### config.mk
export PLATFORM = sky130hd
export DESIGN_NAME = wakeWdTop
export DESIGN_NICKNAME = d
export VERILOG_FILES = /design/src/rtl/wakeWdPkg.sv /design/src/rtl/wakeWdDatapath.sv /design/src/rtl/wakeWdControl.sv /design/src/rtl/wakeWdTop.sv
export SDC_FILE = /design/constraint.sdc
export NUM_CORES = 1
export LEC_CHECK = 0
export ABC_AREA = 1
export CAP_MARGIN = 40
export CORE_AREA = 2 2 83 85
export CTS_BUF_LIST = sky130_fd_sc_hd__clkbuf_8
export CTS_CLUSTER_DIAMETER = 120
export DETAILED_ROUTE_END_ITERATION = 16
export DIE_AREA = 0 0 85 87
export DONT_BUFFER_PORTS = 1
export PLACE_DENSITY_LB_ADDON = 0.1
export REMOVE_ABC_BUFFERS = 1
export SYNTH_ARGS = -nofsm -noshare
export SYNTH_HDL_FRONTEND = slang
export SYNTH_SLANG_ARGS = --single-unit
### constraint.sdc
create_clock -name clk -period 1.8 [get_ports clk]
set_input_delay 0.27 -clock clk [delete_from_list [all_inputs] [get_ports clk]]
set_output_delay 0.27 -clock clk [all_outputs]
set_load 0.05 [all_outputs]
### src/rtl/wakeWdPkg.sv
package wakeWdPkg;

  // strobes from control to datapath
  typedef struct packed {
    logic clrInt;    // zero the interval counter
    logic runInt;    // interval counter advances on ticks
    logic clrPulse;  // zero the pulse-width counter
    logic incPulse;  // pulse-width counter advances on ticks
  } ctrlStrb_t;

  // status from datapath to control
  typedef struct packed {
    logic intEnd;        // tick that closes the current interval
    logic ackWindow;     // still ahead of the guard ticks
    logic wakeWidthDone; // tick that closes the wake pulse
    logic rstWidthDone;  // tick that closes the reset pulse
    logic doneRise;      // synchronized rising edge of the acknowledge
  } dpStat_t;

  typedef enum logic [1:0] {
    ST_HOLD  = 2'd0,
    ST_RSTP  = 2'd1,
    ST_RUN   = 2'd2
  } wdState_t;

endpackage

### src/rtl/wakeWdDatapath.sv
module wakeWdDatapath
  import wakeWdPkg::*;
#(
  parameter int IW          = 20,
  parameter int WAKE_TICKS  = 2,
  parameter int GUARD_TICKS = 2,
  parameter int RST_TICKS   = 32,
  parameter int SYNC_STAGES = 2
) (
  input  logic          clk,
  input  logic          rstN,
  input  logic          tickEn,
  input  logic [IW-1:0] intervalTicks,
  input  logic          doneIn,
  input  ctrlStrb_t     strb,
  output dpStat_t       stat,
  output logic [IW-1:0] intCnt
);

  localparam int PW = $clog2(RST_TICKS + 1);
  localparam logic [PW-1:0] WAKE_LAST = PW'(WAKE_TICKS - 1);
  localparam logic [PW-1:0] RST_LAST  = PW'(RST_TICKS - 1);

  logic [SYNC_STAGES-1:0] syncQ;
  logic                   syncPrev;
  logic                   syncOut;
  logic [PW-1:0]          pulseCnt;
  logic [IW-1:0]          lastIdx;
  logic [IW-1:0]          guardIdx;

  assign syncOut  = syncQ[SYNC_STAGES-1];
  assign lastIdx  = intervalTicks - IW'(1);
  assign guardIdx = intervalTicks - IW'(GUARD_TICKS);

  // acknowledge synchronizer and edge detector, sampled every clock
  always_ff @(posedge clk or negedge rstN) begin
    if (!rstN) begin
      syncQ    <= '0;
      syncPrev <= 1'b0;
    end else begin
      syncQ    <= {syncQ[SYNC_STAGES-2:0], doneIn};
      syncPrev <= syncOut;
    end
  end

  // interval counter
  always_ff @(posedge clk or negedge rstN) begin
    if (!rstN) begin
      intCnt <= '0;
    end else if (strb.clrInt) begin
      intCnt <= '0;
    end else if (strb.runInt && tickEn) begin
      intCnt <= (intCnt >= lastIdx) ? '0 : intCnt + IW'(1);
    end
  end

  // pulse-width counter shared by wake and reset pulses
  always_ff @(posedge clk or negedge rstN) begin
    if (!rstN) begin
      pulseCnt <= '0;
    end else if (strb.clrPulse) begin
      pulseCnt <= '0;
    end else if (strb.incPulse && tickEn && pulseCnt != RST_LAST) begin
      pulseCnt <= pulseCnt + PW'(1);
    end
  end

  always_comb begin
    stat.intEnd        = tickEn && strb.runInt && (intCnt >= lastIdx);
    stat.ackWindow     = intCnt < guardIdx;
    stat.wakeWidthDone = tickEn && (pulseCnt == WAKE_LAST);
    stat.rstWidthDone  = tickEn && (pulseCnt == RST_LAST);
    stat.doneRise      = syncOut && !syncPrev;
  end


  // pulse counter never runs past the reset width
  pulse_range_chk: assert property (@(posedge clk) disable iff (!rstN)
    pulseCnt <= RST_LAST);

endmodule

### src/rtl/wakeWdControl.sv
module wakeWdControl
  import wakeWdPkg::*;
(
  input  logic      clk,
  input  logic      rstN,
  input  logic      tickEn,
  input  logic      startBusy,
  input  logic      extReset,
  input  dpStat_t   stat,
  output ctrlStrb_t strb,
  output logic      wakeOut,
  output logic      rstNOut
);

  wdState_t state, stateNxt;
  logic     wakeR, wakeNxt;
  logic     ackPend, ackPendNxt;
  logic     holdReq;

  assign holdReq = startBusy || extReset;

  always_comb begin
    stateNxt   = state;
    wakeNxt    = wakeR;
    ackPendNxt = ackPend;
    strb       = '0;
    if (holdReq) begin
      stateNxt      = ST_HOLD;
      wakeNxt       = 1'b0;
      ackPendNxt    = 1'b0;
      strb.clrInt   = 1'b1;
      strb.clrPulse = 1'b1;
    end else begin
      unique case (state)
        ST_HOLD: begin
          strb.clrInt   = 1'b1;
          strb.clrPulse = 1'b1;
          stateNxt      = ST_RSTP;
        end
        ST_RSTP: begin
          strb.clrInt   = 1'b1;
          strb.incPulse = 1'b1;
          if (stat.rstWidthDone) begin
            stateNxt      = ST_RUN;
            strb.clrPulse = 1'b1;
            ackPendNxt    = 1'b0;
          end
        end
        ST_RUN: begin
          strb.runInt   = 1'b1;
          strb.incPulse = wakeR;
          if (wakeR && (stat.wakeWidthDone || stat.doneRise)) begin
            wakeNxt = 1'b0;
          end
          if (ackPend && stat.doneRise && stat.ackWindow) begin
            ackPendNxt = 1'b0;
          end
          if (stat.intEnd) begin
            strb.clrPulse = 1'b1;
            if (ackPend) begin
              stateNxt    = ST_RSTP;
              strb.clrInt = 1'b1;
              wakeNxt     = 1'b0;
              ackPendNxt  = 1'b0;
            end else begin
              wakeNxt    = 1'b1;
              ackPendNxt = 1'b1;
            end
          end
        end
        default: stateNxt = ST_HOLD;
      endcase
    end
  end

  always_ff @(posedge clk or negedge rstN) begin
    if (!rstN) begin
      state   <= ST_HOLD;
      wakeR   <= 1'b0;
      ackPend <= 1'b0;
    end else begin
      state   <= stateNxt;
      wakeR   <= wakeNxt;
      ackPend <= ackPendNxt;
    end
  end

  assign wakeOut = wakeR;
  assign rstNOut = (state == ST_RUN);


  ext_reset_chk: assert property (@(posedge clk) disable iff (!rstN)
    extReset |=> (!wakeOut && !rstNOut));


  wake_excl_chk: assert property (@(posedge clk) disable iff (!rstN)
    wakeOut |-> rstNOut);


  wake_cut_chk: assert property (@(posedge clk) disable iff (!rstN)
    (wakeOut && stat.doneRise) |=> !wakeOut);


  rst_release_chk: assert property (@(posedge clk) disable iff (!rstN)
    $rose(rstNOut) |-> $past(tickEn));

endmodule

### src/rtl/wakeWdTop.sv
module wakeWdTop
  import wakeWdPkg::*;
#(
  parameter int IW          = 20,
  parameter int WAKE_TICKS  = 2,
  parameter int GUARD_TICKS = 2,
  parameter int RST_TICKS   = 32
) (
  input  logic          clk,
  input  logic          rstN,
  input  logic          tickEn,
  input  logic [IW-1:0] intervalTicks,
  input  logic          doneIn,
  input  logic          startBusy,
  input  logic          extReset,
  output logic          wakeOut,
  output logic          rstNOut
);

  ctrlStrb_t     strb;
  dpStat_t       stat;
  logic [IW-1:0] intCnt;

  wakeWdDatapath #(
    .IW(IW), .WAKE_TICKS(WAKE_TICKS), .GUARD_TICKS(GUARD_TICKS),
    .RST_TICKS(RST_TICKS), .SYNC_STAGES(2)
  ) u_dp (
    .clk(clk), .rstN(rstN), .tickEn(tickEn), .intervalTicks(intervalTicks),
    .doneIn(doneIn), .strb(strb), .stat(stat), .intCnt(intCnt)
  );

  wakeWdControl u_ctl (
    .clk(clk), .rstN(rstN), .tickEn(tickEn), .startBusy(startBusy),
    .extReset(extReset), .stat(stat), .strb(strb),
    .wakeOut(wakeOut), .rstNOut(rstNOut)
  );


  // every wake starts with the interval counter at zero
  wake_align_chk: assert property (@(posedge clk) disable iff (!rstN)
    $rose(wakeOut) |-> (intCnt == '0));

endmodule

Yosys cells after proc, flatten, opt, wreduce, memory -nomap -nowiden

Cells that the tools add are included.

Add/sub/neg operators: 4
Magnitude comparators: 2
Eq/ne operators: 9
Muxes and demuxes: 32
Reduce and logical (&&, ||, !) cells: 23

Operators with widths:

| cell                                                | number |
|---|---|
| two-way mux 20 bit                                  | 3 |
| adder 20 x 1 -> 20 bit (second input constant)      | 1 |
| greater-or-equal comparator 20 bit                  | 1 |
| < comparator 20 bit                                 | 1 |
| subtractor 20 x 1 -> 20 bit (second input constant) | 1 |
| subtractor 20 x 2 -> 20 bit (second input constant) | 1 |
| two-way mux 1 bit                                   | 18 |
| two-way mux 6 bit                                   | 2 |
| logical AND 1 bit                                   | 10 |
| two-way mux 2 bit                                   | 4 |
| adder 6 x 1 -> 6 bit (second input constant)        | 1 |
| == test 6 x 1 -> 1 bit (second input constant)      | 1 |
| == test 6 x 5 -> 1 bit (second input constant)      | 1 |
| != test 3 x 1 -> 1 bit (second input constant)      | 2 |
| != test 6 x 5 -> 1 bit (second input constant)      | 1 |
| case mux 1 bit (2 select lines)                     | 3 |
| case mux 2 bit (3 select lines)                     | 1 |
| AND reduction 3 bit                                 | 2 |
| nonzero test 2 bit                                  | 3 |
| nonzero test 3 bit                                  | 2 |
| != test 4 x 1 -> 1 bit (second input constant)      | 1 |
| != test 3 x 2 -> 1 bit (second input constant)      | 1 |
| case mux 1 bit (3 select lines)                     | 1 |
| == test 2 x 1 -> 1 bit (second input constant)      | 1 |
| 6 further kinds                                     | 7 |

Register bits: 33
Input bits: 26
Output and inout bits: 2

Logic depth before layout (Yosys ltp)

Gate-level depths: netlist of run 1.

Word-level depth: 9
Gate-level depth with buffers: 23
Mapped depth without buffers: 22

Hierarchy

Synthesis of run 1 repeated with hierarchy kept, for this count alone.

Cell total of the unflattened synthesis: 598
Area total of the unflattened synthesis: 4033.9 um^2

Modules (own cells, without submodules):

| module         | instances | cells each | area an instance (um^2) |
|---|---|---|---|
| wakeWdDatapath | 1         | 533        | 3608.5 |
| wakeWdControl  | 1         | 65         | 425.4 |

Worst setup path after synthesis of run 1

OpenSTA, ideal clock, no wires.

Path type: input port to flip-flop
Start: input intervalTicks[1]
End: register u_dp.intCnt[4]
Library setup time: 0.123 ns
Arrival time: 2.667 ns
Slack: -0.990 ns
Stages: 23
Buffers on the path: 1
Path through: inv_1 > ha_1 > inv_1 > nor2_4 > inv_2 > nor3_4 > nand3_2 > a31oi_2 > xor2_1 > inv_1 > ha_1 > nand2_1 > nor2_2 > nand2_1 > nor2_1 > nand2_1 > nand4_2 > nand3_1 > nand2_1 > nand2_1 > nand2_1 > buf_4 > nor2_1

Cells in the longest elaborated chain, start to end: 7
Elaborated cells on any way between the ends: 10

Ends and longest elaborated chain:

| element                                                         | RTL line                                   | RTL |
|---|---|---|
| start: declaration                                              | wakeWdTop.sv:12                            | `input logic [IW-1:0] intervalTicks,` |
| subtractor 20 x 1 -> 20 bit (*)                                 | wakeWdDatapath.sv:32                       | `assign lastIdx = intervalTicks - IW'(1);` |
| greater-or-equal comparator 20 bit (*)                          | wakeWdDatapath.sv:53, wakeWdDatapath.sv:69 |  |
| logical AND 1 bit                                               | wakeWdDatapath.sv:69                       | `stat.intEnd = tickEn && strb.runInt && (intCnt >= lastIdx);` |
| two-way mux 1 bit                                               | wakeWdControl.sv:58                        | `if (stat.intEnd) begin` |
| case mux 1 bit (2 select lines)                                 | wakeWdControl.sv:34                        | `unique case (state)` |
| two-way mux 1 bit                                               | wakeWdControl.sv:27                        | `if (holdReq) begin` |
| two-way mux 20 bit / nonzero test 2 bit (equally long branches) | -                                          |  |
| end signal: assignment                                          | wakeWdDatapath.sv:53                       | `intCnt <= (intCnt >= lastIdx) ? '0 : intCnt + IW'(1);` |
| end: declaration                                                | wakeWdDatapath.sv:17                       | `output logic [IW-1:0] intCnt` |

Every way passes the cells marked *; elsewhere a longest branch is shown, timed or not. The select of a mux whose other input is x is not followed.
A chain may end at the register's enable or synchronous reset.

Final worst setup path of run 1

Start: input intervalTicks[9]
End: register u_dp.intCnt[19]

The elaborated chain is that of the path after synthesis.

==> run_results.csv, run 1 <==
group,metric,value,unit
timing,clock_skew,0.00380,ns
detailed_routing,drt_iter0_markers,130,
finish,drive_above_1_share,0.324,
job,drv_cap,0,
timing,timing.final.ws_setup,-0.958,ns
timing,slew-limit-headroom,0.695,
synthesis,yosys.cell_count.top_type,"nand2_1",
finish,n_antenna_cell,0,
synthesis,yosysUniqueCellTypes,40,
timing,fin_crit_sh,1.53,
hold_path,min_from,"u_dp.syncQ[0]",
detailed_routing,vias,3830,
global_routing,busiest_layer,"met2",
global_routing,grt.total_usage,0.288,
pwr,vdd_drop_max,0.459,mV
detailed_routing,vias_per_cell,5.30,
synthesis,ys_seq_area_frac,0.220,
finish,fin_nets,718,
synthesis,yosys.area.top_type,"dfrtp_1",
critical_path,worstPathBufferInverterCount,6,
critical_path,path_class,"in2reg",
synthesis,synthCells,537,
synthesis,synthTopCellsByArea,"dfrtp_1, ha_1, nand2_1, inv_1, nor2_1",
clock_network,cts_max_level,2,
floorplanning,initial_utilization,0.570,
floorplanning,dieHeight,87,um
outcome,violations,"negative setup slack",
detailed_routing,wire_per_inst,15.2,um
timing,slew_viol_final,0,
critical_path,slowest_stage,"nor4_4",
synthesis,synth_seq_cells,33,
floorplanning,ios,28,
synthesis,yosysWarnings,0,
detailed_routing,wl,10900,um
global_routing,gr-total-overflow,0,
pwr,power.leakage,0.00259,uW
critical_path,cp-start-kind,"input port",
detailed_routing,drtPass1Iterations,4,
clock_network,cts_root_buffer,"clkbuf_8",
floorplanning,die_width,85,um
clock_network,clock_latency,0.29,ns
synthesis,netlist_area,3750,um^2
critical_path,worst_ep_arrival_time,2.97,ns
timing,finalHoldViolations,0,
pwr,cellPowerDensity,361,nW/um^2
clock_network,cts_num_sinks,33,
placement,dp_hpwl,7790,um
critical_path,critPathLaunch,"intervalTicks[9]",
clock_network,cts_tree,"yes",
finish,areaGrowthSynthToFinish,37.8,%
detailed_routing,antenna_left,0,
timing,tightest_slew,0.454,ns
floorplanning,fp.dieArea,7400,um^2
clock_network,numCtsBuffers,5,
global_routing,antenna_found_initial,0,
hold_path,hold_path_class,"reg2reg",
critical_path,critPathMaxFanout,5,
outcome,outcome,"complete, but fails checks",
synthesis,syn_avg_cell_area,6.98,um^2
synthesis,synth_common_cells,"nand2_1, inv_1, nor2_1",
synthesis,synth_top_area_frac,0.220,
critical_path,path_cells,"nor2_1, inv_1, nor2_4, inv_2, nor2_4, nand2_2, nor4_4, nand2_1, xor2_1, inv_1, ha_4, nand2_4, nor2_4, buf_4, a21oi_4, nand4_4, nand3_4, nand2_2, nand2_2, nand2_4, buf_12, buf_12, nor2_1",
placement,gp_congestion,0.919,
finish,final_cells,722,
clock_network,cts_buffer_depth,2,
floorplanning,num_rows,30,
synthesis,async_flop_share,1.00,
global_routing,use_met1,0.333,
critical_path,end_kind,"register",
global_routing,grt_first_pass_wirelength,16700,um
timing,totalNegativeSetupSlack,-27.23,ns
timing,max_freq,0.363,GHz
placement,placed_cells,696,
placement,io_buffer_count,0,
global_routing,use_met3,0.0332,
finish,final_core_utilization,0.786,
timing,setup_violations,30,
synthesis,synth_ff_type,"dfrtp_1",
global_routing,grt_max_degree,34,
floorplanning,design.core.area,6570,um^2
clock_network,path_clk_slew,0.07,ns
timing,fin_crit,2.76,ns
timing,rsz0062_at_grt,"yes",
global_routing,met2_usage,0.534,
synthesis,synth_edf_count,0,
global_routing,grt_pass1_vias,3721,
critical_path,r2r_start,"u_dp.intCnt[14]",
critical_path,cp_slowest_stage_delay,0.28,ns
detailed_routing,drc_errors,0,
critical_path,cp_top_family,"simple AND/OR/NAND/NOR gates",
critical_path,crit_required,2.01,ns
[sequential cells by signal, summed over array words and instances (netlist names)]
signal	flops
u_ctl.state	2
u_ctl.wakeOut	1
u_dp.syncPrev	1
u_dp.intCnt	20
u_ctl.ackPend	1
u_dp.syncQ	2
u_dp.pulseCnt	6
[worst reg2reg max path: stages, from the launching register on]
cell and delay [ns]:
dfrtp_1 0.45, ha_1 0.32, nand2_1 0.10, inv_1 0.05
nand2_1 0.06, nand2_1 0.08, a21oi_4 0.15, nand4_4 0.13
nand3_4 0.10, nand2_2 0.07, nand2_2 0.09, nand2_4 0.06
buf_12 0.15, buf_12 0.13, nor2_1 0.10
[per-stage QoR]
step | setup slack, ns | area, um^2 | power, uW | hold slack (ns)
global placement | -1.17 | 4460 | 1050 | -0.0245
finish | -0.958 | 5160 | 1860 | 0.357
detailed placement | -1.18 | 4460 | 1050 | -0.0247
floorplan | -1.16 | 3700 | 945 | -0.0256
CTS | -0.865 | 4860 | 1820 | 0.00352
global route | -1.15 | 5160 | 1940 | 0.365
[cell type report]
cell class                 instances  area [um^2]
clock buffer                       6         82.6
fill                             457         1410
multi-input combinational        414         2910
timing repair buffer             102          890
sequential                        33          826
inverter                          85          323
tap                               80          100
clock inverter                     2         33.8
[routing by layer]
layer,vias up,part of all wire
met5,-,0
met4,0,0.037
met3,34,0.056
met2,117,0.53
met1,1782,0.38
li1,1897,-
[layout by cell type (no fill, tap or decap), drive strengths merged, types with 3 or more instances in the layout]
cell	Yosys	layout
a21oi	15	15
buf	5	99
clkbuf	0	7
dfrtp	33	33
ha	51	51
inv	85	85
nand2	130	130
nand3	31	31
nand3b	3	3
nand4	7	7
nor2	87	87
nor3	19	19
o211ai	3	3
o21ai	8	8
o21bai	3	3
or2	5	5
xnor2	11	11
xor2	31	31
[repair_timing]
action	CTS	global route
endpoints found under the setup margin	30	30
gates resized for setup	35	57
endpoints found under the hold margin	33	1
gates cloned	3	2
pin swaps	12	19
setup buffers	8	4
hold buffers	2	1
[cell families after synthesis]
family / count (synthesis) / share of synthesized area
AO/OA/AOI/OAI: 37 / 0.0608
flip-flops: 33 / 0.220
adder cells (fa/ha/maj): 51 / 0.170
XOR/XNOR: 42 / 0.0982
AND/OR/NAND/NOR: 284 / 0.354
buffers and inverters: 90 / 0.0965
[power by group]
group	switching (uW)	leakage (uW)	total, uW	internal (uW)
Clock	277	0.0000626	723	445
Combinational	212	0.00207	390	178
Sequential	3.13	0.000453	750	747
[final timing paths]
kind / to / slack (ns) / cells past startpoint
max in group asynchronous: u_dp.pulseCnt[2] / 1.21 / 2
min in group asynchronous: u_ctl.state[0] / 0.41 / 2
max reg2reg: u_dp.intCnt[19] / -0.31 / 14
max: u_dp.intCnt[19] / -0.96 / 23
min: u_dp.syncQ[1] / 0.36 / 0
min reg2reg: u_dp.syncQ[1] / 0.36 / 0
No activity file was read; power rests on OpenSTA's default activity.
==> inputs of run 2 (changes only) <==
CELL_PAD_IN_SITES_DETAIL_PLACEMENT = 1   (was unset)
CELL_PAD_IN_SITES_GLOBAL_PLACEMENT = 2   (was unset)
CORE_AREA = 2 2 108 110   (was 2 2 83 85)
DIE_AREA = 0 0 110 112   (was 0 0 85 87)
==> run_results.csv, run 2 (synthesis results as in run 1) <==
group,metric,value,unit
finish,final_cells,797,
timing,rsz0062_at_grt,"yes",
floorplanning,num_rows,39,
placement,placed_cells,768,
finish,n_fill_cell,1428,
global_routing,gr-total-overflow,0,
hold_path,hold_path_class,"reg2reg",
pwr,vdd_drop_max,0.334,mV
job,drv_cap,0,
outcome,violations,"negative setup slack",
timing,holdWs,0.356,ns
finish,layout.cells.most_common,"nand2_1",
clock_network,path_clk_slew,0.06,ns
global_routing,grt_max_degree,34,
critical_path,worst_ep_arrival_time,3.03,ns
clock_network,cts_tree,"yes",
detailed_routing,antenna_left,0,
clock_network,cts_max_level,2,
detailed_routing,vias,3780,
outcome,outcome,"complete, but fails checks",
floorplanning,fp.dieArea,12300,um^2
timing,slew-limit-headroom,0.736,
timing,setup_violations,30,
finish,regMostFlops,"u_dp.intCnt",
critical_path,crit_required,2.02,ns
critical_path,cp-start-kind,"input port",
detailed_routing,wire_per_inst,15.5,um
floorplanning,die_width,110,um
clock_network,cts_num_sinks,33,
floorplanning,dieHeight,112,um
floorplanning,ios,28,
timing,timing.final.ws_setup,-1.01,ns
clock_network,cts_buffer_depth,2,
detailed_routing,vias_per_cell,4.74,
finish,drive_above_1_share,0.329,
finish,fin_nets,732,
global_routing,grt.total_usage,0.213,
finish,areaGrowthSynthToFinish,40.6,%
timing,max_freq,0.356,GHz
floorplanning,initial_utilization,0.335,
timing,clock_skew,0.00716,ns
placement,io_buffer_count,0,
global_routing,grt_pass1_vias,4113,
critical_path,path_class,"in2reg",
detailed_routing,wl,12300,um
timing,finalHoldViolations,0,
finish,largestRegisters,"u_dp.intCnt x20, u_dp.pulseCnt x6",
detailed_routing,drc_errors,0,
floorplanning,design.core.area,11200,um^2
timing,tightest_slew,0.392,ns
detailed_routing,drtPass1Iterations,4,
placement,gp_congestion,0.911,
finish,final_cell_mix,"nand2_1, buf_4, inv_1, ha_1, nor2_1",
timing,fin_crit_sh,1.56,
placement,dp_hpwl,10000,um
clock_network,cts_root_buffer,"clkbuf_8",
critical_path,critPathMaxFanout,9,
global_routing,antenna_found_initial,0,
global_routing,grt_first_pass_wirelength,20000,um
finish,largest_reg_flops,20,
timing,totalNegativeSetupSlack,-27.92,ns
clock_network,numCtsBuffers,5,
timing,fin_crit,2.81,ns
clock_network,clock_latency,0.29,ns
critical_path,end_kind,"register",
placement,pre_cts_slack,-1.40,ns
detailed_routing,drt_iter0_markers,75,
timing,slew_viol_final,0,
finish,n_antenna_cell,0,
pwr,power.leakage,0.00264,uW
pwr,cellPowerDensity,320,nW/um^2
-- run 2: layout make-up --
class	instances	area (um^2)	area share
Multi-Input combinational cell	414	2880	0.547
Timing Repair Buffer	116	988	0.188
Sequential cell	33	826	0.157
Inverter	85	319	0.0606
Tap cell	143	179	0.0340
Clock buffer	5	68.8	0.0131
Clock inverter	1	5.00	0.000950
-- run 2: routing by layer --
| metal | GRT usage | up-vias | routed length [um] |
|---|---|---|---|
| li1 | - | 1923 | - |
| met1 | 0.254 | 1807 | 5230 |
| met2 | 0.402 | 36 | 6660 |
| met3 | 0.0164 | 14 | 230 |
| met4 | 0.0565 | 0 | 222 |
| met5 | 0 | - | 0 |
-- run 2: final timing paths --
path	slack [ns]	from	endpoint	cells after the start
setup / recovery	-1.01	intervalTicks[7]	u_dp.intCnt[4]	21
setup reg to reg	-0.34	u_dp.intCnt[19]	u_dp.intCnt[4]	11
hold / removal	0.36	u_dp.syncQ[0]	u_dp.syncQ[1]	0
max in group asynchronous	1.19	rstN	u_dp.intCnt[17]	2
hold reg to reg	0.36	u_dp.syncQ[0]	u_dp.syncQ[1]	0
min in group asynchronous	0.42	rstN	u_dp.intCnt[0]	2
-- run 2: stage by stage --
stage | instance area (um^2) | util | total power, uW
6_report | 5270 | 0.471 | 1680
5_1_grt | 5270 | 0.471 | 1780
4_1_cts | 5020 | 0.449 | 1680
3_5_place_dp | 4590 | 0.411 | 1070
3_3_place_gp | 4590 | 0.411 | 1060
2_1_floorplan | 3700 | - | 945
-- run 2: critical path, stage by stage --
cell      delay [ns]
nor2_4          0.08
inv_2           0.05
nor2_4          0.11
inv_2           0.06
nor2_4          0.12
nand2_2         0.09
nor4_4          0.30
nand2_1         0.13
xor2_1          0.19
inv_1           0.09
ha_4            0.25
nand2_4         0.08
nor2_4          0.05
buf_4           0.13
a21oi_4         0.18
nand4_4         0.13
buf_4           0.17
nand2_4         0.09
buf_4           0.18
o221ai_1        0.14
nor2_2          0.12
-- run 2: what timing repair did --
item                       4_1_cts  5_1_grt
hold endpoints to repair        34        0
gates cloned                     3        0
hold buffers                     3        0
gates resized for setup         48       45
pin swaps                       16       20
setup buffers                   10        8
setup endpoints to repair       30       30
-- run 2: where the power goes --
part	total [uW]	internal, uW	switching, uW
clock	520	254	266
sequential	750	747	2.94
combinational	414	192	222
